**src/rtl/stat_pkg.sv**
```systemverilog
// Package: shared bit positions and event encoding for the status register.
// Assumes an 8-bit word; the bit order is fixed because the address
// decoder and the ALU read fixed positions.
package stat_pkg;
    localparam int STAT_W   = 8;
    localparam int NFLAG    = 3;
    localparam int NCTRL    = 3;
    localparam int BIT_C    = 0;
    localparam int BIT_DC   = 1;
    localparam int BIT_Z    = 2;
    localparam int BIT_PD   = 3;
    localparam int BIT_TO   = 4;
    localparam int BIT_BANK = 5;
    localparam int CTRL_LO  = BIT_BANK;
    localparam int CTRL_HI  = STAT_W - 1;

    // Highest-priority system event seen in one cycle.
    typedef enum logic [2:0] {
        EV_NONE    = 3'd0,
        EV_POR     = 3'd1,
        EV_WDT_TO  = 3'd2,
        EV_SLEEP   = 3'd3,
        EV_WDT_CLR = 3'd4
    } sys_event_e;

    typedef struct packed {
        logic tmo;
        logic pwd;
    } cause_t;
endpackage

```
**src/rtl/status_event_arb.sv**
```systemverilog
// status_event_arb: reduces the four system strobes to one event code.
// Assumes strobes are single-cycle pulses, synchronous to clk.
// Priority: power-on, watchdog time-out, sleep, watchdog clear.
module status_event_arb
    import stat_pkg::*;
(
    input  logic       por_evt,
    input  logic       wdt_to_evt,
    input  logic       sleep_evt,
    input  logic       wdt_clr_evt,
    output sys_event_e ev
);
    // Fixed-priority pick of the winning strobe.
    always_comb begin
        if (por_evt)          ev = EV_POR;
        else if (wdt_to_evt)  ev = EV_WDT_TO;
        else if (sleep_evt)   ev = EV_SLEEP;
        else if (wdt_clr_evt) ev = EV_WDT_CLR;
        else                  ev = EV_NONE;
    end
endmodule

```
**src/rtl/status_cause_bits.sv**
```systemverilog
// status_cause_bits: time-out and power-down reset-cause bits.
// Assumes the event code is already arbitrated. There is no write path,
// so software cannot touch these bits. Reset value is 1 for both.
module status_cause_bits
    import stat_pkg::*;
(
    input  logic       clk,
    input  logic       rst_n,
    input  sys_event_e ev,
    output cause_t     cause
);
    cause_t cause_q;
    cause_t cause_d;

    // Next-state rule for each event kind.
    always_comb begin
        cause_d = cause_q;
        unique case (ev)
            EV_POR:     begin cause_d.tmo = 1'b1; cause_d.pwd = 1'b1; end
            EV_WDT_TO:  begin cause_d.tmo = 1'b0; end
            EV_SLEEP:   begin cause_d.tmo = 1'b1; cause_d.pwd = 1'b0; end
            EV_WDT_CLR: begin cause_d.tmo = 1'b1; cause_d.pwd = 1'b1; end
            default:    cause_d = cause_q;
        endcase
    end

    // Cause register with synchronous active-low reset.
    always_ff @(posedge clk) begin
        if (!rst_n) cause_q <= '{tmo: 1'b1, pwd: 1'b1};
        else        cause_q <= cause_d;
    end

    assign cause = cause_q;

    AST_CAUSE_QUIET: assert property (@(posedge clk) disable iff (!rst_n)
        (ev == EV_NONE) |=> $stable(cause_q));
    AST_POR_SETS: assert property (@(posedge clk) disable iff (!rst_n)
        (ev == EV_POR) |=> (cause_q.tmo && cause_q.pwd));
    AST_WDT_TO_CLEARS: assert property (@(posedge clk) disable iff (!rst_n)
        (ev == EV_WDT_TO) |=> (!cause_q.tmo && cause_q.pwd == $past(cause_q.pwd)));
    AST_SLEEP_MARK: assert property (@(posedge clk) disable iff (!rst_n)
        (ev == EV_SLEEP) |=> (cause_q.tmo && !cause_q.pwd));
    AST_WDT_CLR_MARK: assert property (@(posedge clk) disable iff (!rst_n)
        (ev == EV_WDT_CLR) |=> (cause_q.tmo && cause_q.pwd));
endmodule

```
**src/rtl/status_alu_flags.sv**
```systemverilog
// status_alu_flags: the arithmetic flags with per-flag ALU override.
// Assumes the ALU update enables and values are valid in the cycle
// that completes the instruction. Per flag, the ALU update wins over
// a clear, and a clear wins over a write. CLR_SET selects the flags
// that a clear sets to 1 (Z only); the others hold on a clear.
module status_alu_flags #(
    parameter int                 N       = 3,
    parameter logic [N-1:0]       CLR_SET = 3'b100
) (
    input  logic         clk,
    input  logic         rst_n,
    input  logic         wr_en,
    input  logic         clr_en,
    input  logic [N-1:0] wr_bits,
    input  logic [N-1:0] upd,
    input  logic [N-1:0] val,
    output logic [N-1:0] flags
);
    logic [N-1:0] flags_q;

    for (genvar i = 0; i < N; i++) begin : g_flag
        logic nxt;

        // Per-flag source select: ALU, then clear, then write, then hold.
        always_comb begin
            if (upd[i])                     nxt = val[i];
            else if (clr_en && CLR_SET[i])  nxt = 1'b1;
            else if (clr_en)                nxt = flags_q[i];
            else if (wr_en)                 nxt = wr_bits[i];
            else                            nxt = flags_q[i];
        end

        // Flag storage; reset value is for simulation only.
        always_ff @(posedge clk) begin
            if (!rst_n) flags_q[i] <= 1'b0;
            else        flags_q[i] <= nxt;
        end

        AST_ALU_WINS: assert property (@(posedge clk) disable iff (!rst_n)
            upd[i] |=> (flags_q[i] == $past(val[i])));
        AST_IDLE_HOLD: assert property (@(posedge clk) disable iff (!rst_n)
            (!upd[i] && !wr_en && !clr_en) |=> $stable(flags_q[i]));
    end

    assign flags = flags_q;
endmodule

```
**src/rtl/status_ctrl_bits.sv**
```systemverilog
// status_ctrl_bits: bank-select and the two reserved bits.
// Assumes bit 0 of this slice is the bank select. Plain read/write
// storage; a clear forces all of them to 0 and wins over a write.
module status_ctrl_bits #(
    parameter int N = 3
) (
    input  logic         clk,
    input  logic         rst_n,
    input  logic         wr_en,
    input  logic         clr_en,
    input  logic [N-1:0] wr_bits,
    output logic [N-1:0] bits
);
    logic [N-1:0] bits_q;

    // Control storage: clear, then write, then hold.
    always_ff @(posedge clk) begin
        if (!rst_n)      bits_q <= '0;
        else if (clr_en) bits_q <= '0;
        else if (wr_en)  bits_q <= wr_bits;
    end

    assign bits = bits_q;

    AST_CLR_ZEROES: assert property (@(posedge clk) disable iff (!rst_n)
        clr_en |=> (bits_q == '0));
    AST_WR_LOADS: assert property (@(posedge clk) disable iff (!rst_n)
        (wr_en && !clr_en) |=> (bits_q == $past(wr_bits)));
    AST_CTRL_HOLD: assert property (@(posedge clk) disable iff (!rst_n)
        (!wr_en && !clr_en) |=> $stable(bits_q));
endmodule

```
**src/rtl/cpu_status_reg.sv**
```systemverilog
// cpu_status_reg: 8-bit processor status register.
// Assumes one instruction completes per enabled clock edge and that
// the decoder raises wr_en or clr_en only when this register is the
// destination. Reads are registered values: a change made by an
// instruction is visible from the cycle after it completes.
module cpu_status_reg
    import stat_pkg::*;
(
    input  logic              clk,
    input  logic              rst_n,
    input  logic              wr_en,
    input  logic              clr_en,
    input  logic [STAT_W-1:0] wr_data,
    input  logic [NFLAG-1:0]  flag_upd,
    input  logic [NFLAG-1:0]  flag_val,
    input  logic              por_evt,
    input  logic              wdt_clr_evt,
    input  logic              sleep_evt,
    input  logic              wdt_to_evt,
    output logic [STAT_W-1:0] rd_data,
    output logic              bank_sel
);
    sys_event_e        ev;
    cause_t            cause;
    logic [NFLAG-1:0]  flags;
    logic [NCTRL-1:0]  ctrl;

    status_event_arb u_arb (
        .por_evt     (por_evt),
        .wdt_to_evt  (wdt_to_evt),
        .sleep_evt   (sleep_evt),
        .wdt_clr_evt (wdt_clr_evt),
        .ev          (ev)
    );

    status_cause_bits u_cause (
        .clk   (clk),
        .rst_n (rst_n),
        .ev    (ev),
        .cause (cause)
    );

    status_alu_flags #(
        .N       (NFLAG),
        .CLR_SET (NFLAG'(1) << (BIT_Z - BIT_C))
    ) u_flags (
        .clk     (clk),
        .rst_n   (rst_n),
        .wr_en   (wr_en),
        .clr_en  (clr_en),
        .wr_bits (wr_data[BIT_Z:BIT_C]),
        .upd     (flag_upd),
        .val     (flag_val),
        .flags   (flags)
    );

    status_ctrl_bits #(
        .N (NCTRL)
    ) u_ctrl (
        .clk     (clk),
        .rst_n   (rst_n),
        .wr_en   (wr_en),
        .clr_en  (clr_en),
        .wr_bits (wr_data[CTRL_HI:CTRL_LO]),
        .bits    (ctrl)
    );

    // Assemble the read word in its fixed bit order.
    always_comb begin
        rd_data                  = '0;
        rd_data[CTRL_HI:CTRL_LO] = ctrl;
        rd_data[BIT_TO]          = cause.tmo;
        rd_data[BIT_PD]          = cause.pwd;
        rd_data[BIT_Z:BIT_C]     = flags;
    end

    assign bank_sel = ctrl[0];

    AST_WRITE_CAUSE_IGNORED: assert property (@(posedge clk) disable iff (!rst_n)
        ((wr_en || clr_en) && !por_evt && !wdt_to_evt && !sleep_evt && !wdt_clr_evt
         && (wr_data[BIT_TO:BIT_PD] != rd_data[BIT_TO:BIT_PD]))
        |=> $stable(rd_data[BIT_TO:BIT_PD]));
    AST_POR_OVER_ALL: assert property (@(posedge clk) disable iff (!rst_n)
        (por_evt && (wdt_to_evt || sleep_evt)) |=> (rd_data[BIT_TO] && rd_data[BIT_PD]));
    AST_TO_OVER_SLEEP: assert property (@(posedge clk) disable iff (!rst_n)
        (!por_evt && wdt_to_evt && sleep_evt) |=> !rd_data[BIT_TO]);
    AST_BANK_PIN: assert property (@(posedge clk) disable iff (!rst_n)
        bank_sel == rd_data[BIT_BANK]);
endmodule

```
**config.mk**
```make
export PLATFORM = sky130hd
export DESIGN_NAME = cpu_status_reg
export DESIGN_NICKNAME = d
export VERILOG_FILES = /design/src/rtl/stat_pkg.sv /design/src/rtl/status_event_arb.sv /design/src/rtl/status_cause_bits.sv /design/src/rtl/status_alu_flags.sv /design/src/rtl/status_ctrl_bits.sv /design/src/rtl/cpu_status_reg.sv
export SDC_FILE = /design/constraint.sdc
export NUM_CORES = 1
export LEC_CHECK = 0
export BUFFER_PORTS_ARGS = -buffer_cell sky130_fd_sc_hd__clkbuf_2
export CORE_MARGIN = 5
export CORE_UTILIZATION = 25
export DETAILED_ROUTE_END_ITERATION = 10
export PLACE_DENSITY_LB_ADDON = 0.1
export REMOVE_ABC_BUFFERS = 1
export SYNTH_ARGS = -nofsm -noshare
export SYNTH_HDL_FRONTEND = slang
export SYNTH_SLANG_ARGS = --single-unit
```
**constraint.sdc**
```tcl
create_clock -name clk -period 1.1 [get_ports clk]
set_input_delay 0.055 -clock clk [delete_from_list [all_inputs] [get_ports clk]]
set_output_delay 0.055 -clock clk [all_outputs]
set_load 0.02 [all_outputs]
```
==> results of run 1 <==
worst paths after layout:
path / slack (ps) / from / to / cells past startpoint
max: 270 / u_ctrl.bits[0]$_SDFFE_PP0P_ / rd_data[5] / 1
min: 10 / por_evt / u_cause.cause[1]$_SDFFE_PN1P_ / 3
max reg2reg: 420 / u_cause.cause[1]$_SDFFE_PN1P_ / u_cause.cause[1]$_SDFFE_PN1P_ / 2
min reg2reg: 490 / u_ctrl.bits[2]$_SDFFE_PP0P_ / u_ctrl.bits[2]$_SDFFE_PP0P_ / 2
layout make-up:
cell class,count,area [µm²],share of cell area [%]
multi-input combinational,24,154,30.1
timing repair buffer,28,140,27.5
sequential,8,160,31.4
clock buffer,3,22.5,4.41
tap,15,18.8,3.68
inverter,4,15.0,2.94
cell families (layout without fill, tap and decap cells):
| logic type | Yosys count | after routing | synth area share [%] |
|---|---|---|---|
| DFF | 8 | 8 | 46.0 |
| buffers and inverters | 6 | 35 | 9.71 |
| and+or+nand+nor | 9 | 9 | 14.0 |
| muxes | 6 | 6 | 17.3 |
| AOI/OAI and AO/OA | 9 | 9 | 12.9 |
placed cells by master, fill, tap and decap left out:
cell | synthesis | layout
sky130_fd_sc_hd__a21oi_1 | 4 | 4
sky130_fd_sc_hd__and2b_4 | 1 | 1
sky130_fd_sc_hd__clkbuf_2 | 0 | 28
sky130_fd_sc_hd__clkbuf_4 | 0 | 3
sky130_fd_sc_hd__dfxtp_1 | 8 | 8
sky130_fd_sc_hd__inv_1 | 4 | 4
sky130_fd_sc_hd__mux2i_1 | 6 | 6
sky130_fd_sc_hd__nand2b_1 | 1 | 1
sky130_fd_sc_hd__nor2_1 | 4 | 4
sky130_fd_sc_hd__nor2b_1 | 2 | 2
sky130_fd_sc_hd__nor3_1 | 1 | 1
sky130_fd_sc_hd__o21ai_0 | 4 | 4
sky130_fd_sc_hd__o21ai_1 | 1 | 1
sequential cells by signal (all words and copies together), names as in the netlist:
signal	count
u_flags.flags	3
u_cause.cause	2
u_ctrl.bits	3
synthesized netlist by cell type:
| master | number |
|---|---|
| sky130_fd_sc_hd__buf_4 | 1 |
| sky130_fd_sc_hd__o21ai_0 | 4 |
| sky130_fd_sc_hd__buf_6 | 1 |
| sky130_fd_sc_hd__nand2b_1 | 1 |
| sky130_fd_sc_hd__nor2b_1 | 2 |
| sky130_fd_sc_hd__dfxtp_1 | 8 |
| sky130_fd_sc_hd__mux2i_1 | 6 |
| sky130_fd_sc_hd__nor2_1 | 4 |
| sky130_fd_sc_hd__o21ai_1 | 1 |
| sky130_fd_sc_hd__nor3_1 | 1 |
| sky130_fd_sc_hd__a21oi_1 | 4 |
| sky130_fd_sc_hd__inv_1 | 4 |
| sky130_fd_sc_hd__and2b_4 | 1 |
layer usage:
metal  global-route usage (%)  part of all wire [%]  up-vias
li1                         -                     -      183
met1                     8.41                    42      146
met2                     13.4                    42       21
met3                     6.13                    15        0
met4                     6.63                     0        0
met5                        0                     0        -
through the flow:
| step | instance area (µm²) | hold slack [ps] |
|---|---|---|
| floorplan | 329 | 167 |
| global placement | 488 | 271 |
| detailed placement | 488 | 278 |
| CTS | 510 | 2.01 |
| global route | 510 | 22.2 |
| finish | 510 | 13.1 |
where the power goes:
part | switching, mW | internal, mW | leakage (nW)
Combinational | 0.0574 | 0.0566 | 0.198
Sequential | 0.00732 | 0.305 | 0.0659
Clock | 0.0944 | 0.124 | 0.0138
Total | 0.159 | 0.486 | 0.278
==> results.json, run 1 <==
{
  "post_cts_resize_count": 0,
  "clkLatencyLatePin_ps": 250,
  "fillerInstances": 163,
  "dieWidth_um": 47.3,
  "finalCritPeriodShare_pct": 75.1,
  "critical_path.top_delay_family": "flip-flops",
  "place.port_buffers": 28,
  "grt_max_degree": 6,
  "timing.critical_path.required_ps": 1040,
  "worst_ir_drop_vdd_mv": 0.550,
  "final.setup.tns_ps": 0,
  "outcome": "completed",
  "timing_hold_violations_final": 0,
  "postLayoutCoreUtil_pct": 39.2,
  "total_count_of_max_transition_violations_in_the_final_report": 0,
  "yosys.area.top_type": "sky130_fd_sc_hd__dfxtp_1",
  "worst_ep_arrival_time_ps": 770,
  "worst_hold_path_type": "primary input to register",
  "floorplan.die_area_um2": 2240,
  "grt_antenna_before_repair": 0,
  "placed_cells": 79,
  "design.core.area_um2": 1300,
  "cts.repair_timing.setup_buffer_count": 0,
  "cap_violations": 0,
  "critical-path-slowest-cell": "sky130_fd_sc_hd__dfxtp_1",
  "cts-buffers-inserted": 3,
  "floorplan.initialDensity_pct": 26.7,
  "synth_top_area_share_pct": 46.0,
  "slew-limit-headroom_pct": 91.4,
  "powerDensity_nw_per_um2": 1260,
  "finalPower_mw": 0.645,
  "numClockSinks": 8,
  "num_antenna_cells": 0,
  "grt_setup_unrepaired": "false",
  "post_route_cells_drive_above_1_share_pct": 47.8,
  "ys_types": 13,
  "critical_path.max_stage_delay_ps": 340,
  "period_needed_ps": 826,
  "final.setup_skew_ps": 0,
  "cts-root-to-sink-buffers": 2,
  "place_ws_ps": 298,
  "drt.antenna.violating_nets": 0,
  "synth-warning-count": 0,
  "ctsHoldBuffers": 0,
  "place.gp.congestion": 0.647,
  "globalRouteOverflowTotal": 0,
  "dp_hpwl_um": 704,
  "via_count": 350,
  "syn_inst": 38,
  "synth_sequential_area_ratio_pct": 46.0,
  "netlist_area_before_placement_um2": 348,
  "clock_tree.htree_level_count": 1,
  "drtIter0Drc": 1,
  "floorplan.io_pins": 31,
  "root_buffer": "sky130_fd_sc_hd__clkbuf_4",
  "clkSlewWorstSetupHoldPaths_ps": 50,
  "leakage_nw": 0.278,
  "ys_ff_latch": 8,
  "drc_violations": 0,
  "peak_clock_frequency_supported_by_timing_ghz": 1.21,
  "wirelength_um": 798,
  "max_slew.worst_pin.slew_ps": 126,
  "avgSynthCellArea_um2": 9.15,
  "instances_no_fill": 82,
  "route.detailed.vias_per_inst": 4.27,
  "timing.critical_path.from_type": "register",
  "critPathCaptureType": "output port",
  "post-route-worst-setup-slack_ps": 274,
  "setup_viol_count_final": 0,
  "grt_first_pass_wirelength_mm": 1.28,
  "main_area_contributors_after_synthesis": "sky130_fd_sc_hd__dfxtp_1 (46%), sky130_fd_sc_hd__mux2i_1 (17%), sky130_fd_sc_hd__a21oi_1 (5.8%)",
  "critical_path_buf_inv_count": 1,
  "detailed_routing_iteration_count_for_the_pre_antenna_repair_pass": 2,
  "layout.nets": 91,
  "crit_path_cell_trace": "clkbuf_2",
  "criticalPathCategory": "register to output port",
  "drt-wirelength-per-cell_um": 9.73,
  "cts_tree": "yes",
  "timing.critical_path.fanout_max": 3,
  "flow.area_growth_from_synthesis_pct": 46.8,
  "first_global_vias": 345,
  "die_h_um": 47.3,
  "std_cell_rows": 13,
  "grt.total_usage_pct": 8.87
}
Power figures use the tool's default switching activity.
==> run 2, diff against run 1 <==
--- a/config.mk
+++ b/config.mk
@@ -5,6 +5,7 @@
 export SDC_FILE = /design/constraint.sdc
 export NUM_CORES = 1
 export LEC_CHECK = 0
+export ABC_AREA = 1
 export BUFFER_PORTS_ARGS = -buffer_cell sky130_fd_sc_hd__clkbuf_2
 export CORE_MARGIN = 5
 export CORE_UTILIZATION = 25
==> constraint.sdc (replaced) <==
create_clock -name clk -period 0.8 [get_ports clk]
set_input_delay 0.04 -clock clk [delete_from_list [all_inputs] [get_ports clk]]
set_output_delay 0.04 -clock clk [all_outputs]
set_load 0.02 [all_outputs]
==> results.json, run 2 <==
{
  "outcome": "completed",
  "instances_no_fill": 108,
  "worst_hold_path_type": "primary input to register",
  "grt_first_pass_wirelength_mm": 1.70,
  "cap_violations": 0,
  "clkSlewWorstSetupHoldPaths_ps": 60,
  "die_h_um": 49.7,
  "drt.antenna.violating_nets": 0,
  "grt_setup_unrepaired": "true",
  "max_slew.worst_pin.slew_ps": 177,
  "synth_edf_count": 0,
  "timing_hold_violations_final": 0,
  "leakage_nw": 0.351,
  "placed_cells": 104,
  "flow.area_growth_from_synthesis_pct": 58.4,
  "yosys.area.top_type": "sky130_fd_sc_hd__dfxtp_1",
  "post_route_cells_drive_above_1_share_pct": 40.2,
  "timing.critical_path.from_type": "register",
  "place_ws_ps": 147,
  "wirelength_mm": 1.03,
  "cts_tree": "yes",
  "syn_inst": 62,
  "cts-buffers-inserted": 3,
  "synth_sequential_area_ratio_pct": 40.6,
  "stdcell_area_um2": 624,
  "ys_ff_latch": 8,
  "drt-wirelength-per-cell_um": 9.53,
  "critical-path-slowest-cell": "sky130_fd_sc_hd__dfxtp_4",
  "place_area_um2": 536,
  "root_buffer": "sky130_fd_sc_hd__clkbuf_4",
  "period_needed_ps": 778,
  "synth.most_common_cell": "sky130_fd_sc_hd__nand2_1",
  "post-route-worst-setup-slack_ps": 22.0,
  "critical_path.top_delay_family": "flip-flops",
  "timing.critical_path.fanout_max": 3,
  "detailed_routing_iteration_count_for_the_pre_antenna_repair_pass": 4,
  "clkLatencyLatePin_ps": 250,
  "postLayoutCoreUtil_pct": 41.4,
  "design.core.area_um2": 1510,
  "globalRouteOverflowTotal": 0,
  "setup_viol_count_final": 0,
  "netlist_area_before_placement_um2": 394,
  "std_cell_rows": 14,
  "route.detailed.vias_per_inst": 4.14,
  "crit_path_cell_trace": "buf_8",
  "grt.total_usage_pct": 9.00,
  "finalHoldWorstSlack_ps": 3.05,
  "worst_ir_drop_vdd_mv": 0.772,
  "critical_path.max_stage_delay_ps": 360,
  "synth_top_area_share_pct": 40.6,
  "num_antenna_cells": 0,
  "critical_path_buf_inv_count": 1,
  "finalPower_mw": 0.964,
  "asyncSetResetFlopFracSynth_pct": 0,
  "grt_max_degree": 10,
  "powerDensity_nw_per_um2": 1540,
  "peak_clock_frequency_supported_by_timing_ghz": 1.29,
  "grt_antenna_before_repair": 0,
  "floorplan.io_pins": 31,
  "total_count_of_max_transition_violations_in_the_final_report": 0,
  "worst_ep_arrival_time_ps": 740,
  "ys_types": 11,
  "timing.critical_path.required_ps": 760,
  "cts.repair_timing.setup_buffer_count": 0,
  "via_count": 447,
  "drtIter0Drc": 6,
  "commonest_non_fill_non_tap_cell_in_the_layout": "sky130_fd_sc_hd__clkbuf_2",
  "floorplan.die_area_um2": 2470,
  "ys_top_cells_by_count": "sky130_fd_sc_hd__nand2_1 (17), sky130_fd_sc_hd__inv_1 (12), sky130_fd_sc_hd__dfxtp_1 (8), sky130_fd_sc_hd__a21oi_1 (7), sky130_fd_sc_hd__nor2_1 (7)",
  "dieWidth_um": 49.7,
  "critPathCaptureType": "output port",
  "main_area_contributors_after_synthesis": "sky130_fd_sc_hd__dfxtp_1 (41%), sky130_fd_sc_hd__nand2_1 (16%), sky130_fd_sc_hd__inv_1 (11%)",
  "first_global_vias": 437,
  "floorplan.initialDensity_pct": 26.2,
  "criticalPathCategory": "register to output port",
  "avgSynthCellArea_um2": 6.36,
  "clock_tree.htree_level_count": 1,
  "slew-limit-headroom_pct": 88.2,
  "drc_violations": 0,
  "numClockSinks": 8,
  "final.setup_skew_ps": 0,
  "final_cell_mix": "sky130_fd_sc_hd__clkbuf_2 (19), sky130_fd_sc_hd__nand2_1 (17), sky130_fd_sc_hd__inv_1 (12)",
  "dominantRegCellSynth": "sky130_fd_sc_hd__dfxtp_1",
  "final.setup.tns_ps": 0,
  "cts-root-to-sink-buffers": 2,
  "synth-warning-count": 0,
  "place.port_buffers": 28,
  "place.gp.congestion": 0.784,
  "layout.nets": 116,
  "dp_hpwl_um": 865,
  "finalCritPeriodShare_pct": 97.3
}
-- run 2: changes by cell type after synthesis, sizes merged --
cell    delta
nand2     +17
nor2       +3
nand2b     -1
nand4      +1
mux2i      -6
nand3      +5
o21ai      -3
inv        +9
and2b      -1
nor3       -1
a21oi      +3
nor2b      -2
-- run 2: timing repair --
action | in CTS | in global routing
setup endpoints to repair | 5 | 10
endpoints found under the hold margin | 1 | 0
resized for setup | 9 | 18
hold buffers | 1 | 0
-- run 2: path summary, 6_finish.rpt --
check                                                   start                       endpoint  slack (ps)  depth (start not counted)
worst max-delay path              u_ctrl.bits[0]$_SDFFE_PP0P_                     rd_data[5]          20                          1
worst min-delay path                               wr_data[5]    u_ctrl.bits[0]$_SDFFE_PP0P_           3                          3
worst max register to register  u_flags.flags[0]$_SDFFE_PN0P_  u_flags.flags[0]$_SDFFE_PN0P_         120                          4
worst min register to register    u_ctrl.bits[2]$_SDFFE_PP0P_    u_ctrl.bits[2]$_SDFFE_PP0P_         460                          2
-- run 2: power breakdown --
part	leakage, nW	switching (mW)	internal (mW)	total [mW]
registers	0.0673	0.0130	0.421	0.434
logic	0.270	0.106	0.102	0.208
clock network	0.0138	0.150	0.173	0.323
-- run 2: logic make-up after synthesis --
group,share of synthesized area [%]
simple gates,30.8
buf+inv,17.1
compound gates,11.4
flops,40.6
-- run 2: per-layer routing --
metal | global-route usage [%] | share of wire (%) | up-vias
met5 | 0 | 0 | -
met4 | 5.24 | 1.8 | 0
met3 | 3.31 | 8.6 | 3
met2 | 13.3 | 45 | 16
met1 | 10.9 | 44 | 180
li1 | - | - | 248
-- run 2: cell type report --
class / count / area, µm²
Sequential cell: 8 / 169
Clock buffer: 3 / 22.5
Fill cell: 179 / 882
Multi-Input combinational cell: 39 / 166
Timing Repair Buffer: 29 / 198
Inverter: 13 / 48.8
Tap cell: 16 / 20.0
==> run 3, diff against run 2 <==
--- a/config.mk
+++ b/config.mk
@@ -5,13 +5,15 @@
 export SDC_FILE = /design/constraint.sdc
 export NUM_CORES = 1
 export LEC_CHECK = 0
-export ABC_AREA = 1
+export ABC_AREA = 0
 export BUFFER_PORTS_ARGS = -buffer_cell sky130_fd_sc_hd__clkbuf_2
 export CORE_MARGIN = 5
 export CORE_UTILIZATION = 25
+export CTS_BUF_LIST = sky130_fd_sc_hd__clkbuf_4 sky130_fd_sc_hd__clkbuf_8
 export DETAILED_ROUTE_END_ITERATION = 10
 export PLACE_DENSITY_LB_ADDON = 0.1
 export REMOVE_ABC_BUFFERS = 1
+export SETUP_SLACK_MARGIN = 0.02
 export SYNTH_ARGS = -nofsm -noshare
 export SYNTH_HDL_FRONTEND = slang
 export SYNTH_SLANG_ARGS = --single-unit
==> results.json, run 3 (synthesis results as in run 1) <==
{
  "total_net_switching_power_mw": 0.238,
  "worst_ir_drop_vdd_mv": 0.794,
  "place_ws_ps": 33.1,
  "period_needed_ps": 765,
  "clkSlewWorstSetupHoldPaths_ps": 50,
  "std_cell_rows": 13,
  "clock_tree.htree_level_count": 1,
  "worst_hold_path_type": "primary input to register",
  "relative_contribution_of_the_clock_network_to_total_power_pct": 32.1,
  "comb_power_share_pct": 22.0,
  "post_route_cells_drive_above_1_share_pct": 61.4,
  "worst_hold_path.num_cells": 2,
  "dp_hpwl_um": 723,
  "floorplan.initialDensity_pct": 26.7,
  "timing_hold_violations_final": 0,
  "grt.total_usage_pct": 9.71,
  "dieWidth_um": 47.3,
  "slew-limit-headroom_pct": 89.9,
  "setup.reg_to_reg.worst_slack_ps": 100,
  "final_cell_mix": "sky130_fd_sc_hd__clkbuf_2 (19), sky130_fd_sc_hd__buf_8 (8), sky130_fd_sc_hd__dfxtp_2 (7)",
  "drt-wirelength-per-cell_um": 10.8,
  "criticalPathCategory": "register to output port",
  "timing.critical_path.from_type": "register",
  "hold_startpoint": "wdt_to_evt",
  "drt.antenna.violating_nets": 0,
  "sw_frac_of_total_pct": 24.9,
  "numClockSinks": 8,
  "power_report.internal_total_mw": 0.720,
  "route.detailed.vias_per_inst": 4.18,
  "num_antenna_cells": 0,
  "total_count_of_max_transition_violations_in_the_final_report": 0,
  "cts_tree": "yes",
  "clkLatencyLatePin_ps": 250,
  "crit_path_cell_trace": "buf_8",
  "critical_path.top_delay_family": "flip-flops",
  "grt_antenna_before_repair": 0,
  "first_global_vias": 345,
  "finalCritPeriodShare_pct": 95.7,
  "commonest_non_fill_non_tap_cell_in_the_layout": "sky130_fd_sc_hd__clkbuf_2",
  "cts-buffers-inserted": 3,
  "die_h_um": 47.3,
  "design.core.area_um2": 1300,
  "grt_setup_unrepaired": "true",
  "floorplan.io_pins": 31,
  "detailed_routing_iteration_count_for_the_pre_antenna_repair_pass": 3,
  "cap_violations": 0,
  "outcome": "completed",
  "timing.critical_path.required_ps": 760,
  "layout.nets": 94,
  "holdPathEnd": "u_cause.cause[1]$_SDFFE_PN1P_",
  "drtIter0Drc": 7,
  "grt_max_degree": 6,
  "max_slew.worst_pin.slew_ps": 148,
  "place.gp.congestion": 0.650,
  "finalPower_mw": 0.958,
  "critPathCaptureType": "output port",
  "critical_path_buf_inv_count": 1,
  "critical-path-slowest-cell": "sky130_fd_sc_hd__dfxtp_4",
  "wirelength_um": 915,
  "grt_first_pass_wirelength_mm": 1.38,
  "reg2reg_depth": 2,
  "timing.critical_path.fanout_max": 3,
  "worst_ep_arrival_time_ps": 730,
  "place.port_buffers": 28,
  "peak_clock_frequency_supported_by_timing_ghz": 1.31,
  "reg2reg_from": "u_cause.cause[1]$_SDFFE_PN1P_",
  "root_buffer": "sky130_fd_sc_hd__clkbuf_4",
  "post-route-worst-setup-slack_ps": 34.5,
  "floorplan.die_area_um2": 2240,
  "flow.area_growth_from_synthesis_pct": 83.8,
  "via_count": 355,
  "rr_endpoint": "u_cause.cause[1]$_SDFFE_PN1P_",
  "part_of_the_power_in_registers_pct": 45.8,
  "final.setup_skew_ps": 0,
  "critical_path.max_stage_delay_ps": 350,
  "powerDensity_nw_per_um2": 1500,
  "leakage_nw": 0.321,
  "drc_violations": 0,
  "globalRouteOverflowTotal": 0,
  "path_depth": 1,
  "setup_viol_count_final": 0,
  "cts-root-to-sink-buffers": 2
}
## run 3: cell count changes in the layout (fill, tap and decap cells not counted), sizes merged, moves of 2 or more
cell   previous run  this run
a21oi             7         4
buf               8        10
inv              13         4
mux2i             0         6
nand2            17         0
nand3             5         0
nor2              7         4
nor2b             0         2
o21ai             2         5
## run 3: metal layers
metal  vias to the layer above  part of all wire (%)  GRT usage (%)
met4                         0                     0           4.97
met3                         0                    15           7.66
met5                         -                     0              0
li1                        189                     -              -
met2                        21                    46           14.4
met1                       145                    39           9.75
## run 3: area by class of cell
class	instances	area (µm²)
inverter	4	15.0
fill	140	662
clock buffer	3	22.5
tap	15	18.8
multi-input combinational	24	156
sequential	8	173
timing repair buffer	31	254
## run 3: repair_timing
item	in CTS	in global routing
endpoints found under the setup margin	9	10
pin swaps	0	0
resized for setup	26	10
hold buffers	1	0
endpoints found under the hold margin	2	0
setup buffers	0	0
## run 3: worst max path at each step
stage	from	endpoint	slack [ps]
global route	u_ctrl.bits[0]$_SDFFE_PP0P_	bank_sel	2
detailed placement	clr_en	u_flags.flags[0]$_SDFFE_PN0P_	30
floorplan	u_ctrl.bits[0]$_SDFFE_PP0P_	u_ctrl.bits[0]$_SDFFE_PP0P_	-6
global placement	clr_en	u_flags.flags[0]$_SDFFE_PN0P_	40
CTS	u_ctrl.bits[0]$_SDFFE_PP0P_	rd_data[5]	10
finish	u_ctrl.bits[0]$_SDFFE_PP0P_	rd_data[5]	30
## run 3: through the flow
stage	hold WS, ps	TNS (ps)	instance area [µm²]	instances	util [%]
2_1_floorplan	152	-5.64	329	36	-
3_3_place_gp	256	0	503	81	38.7
3_5_place_dp	266	0	503	81	38.7
4_1_cts	6.13	0	624	85	48.0
5_1_grt	22.1	0	639	85	49.1
6_report	17.0	0	639	85	49.1
## run 3: power groups by stage
stage / Clock, mW / Sequential, mW / Combinational, mW
4_1_cts: 0.331 / 0.436 / 0.204
3_3_place_gp: 0 / 0.438 / 0.166
5_1_grt: 0.347 / 0.441 / 0.229
3_5_place_dp: 0 / 0.438 / 0.168
6_report: 0.308 / 0.439 / 0.211
2_1_floorplan: 0 / 0.465 / 0.0500
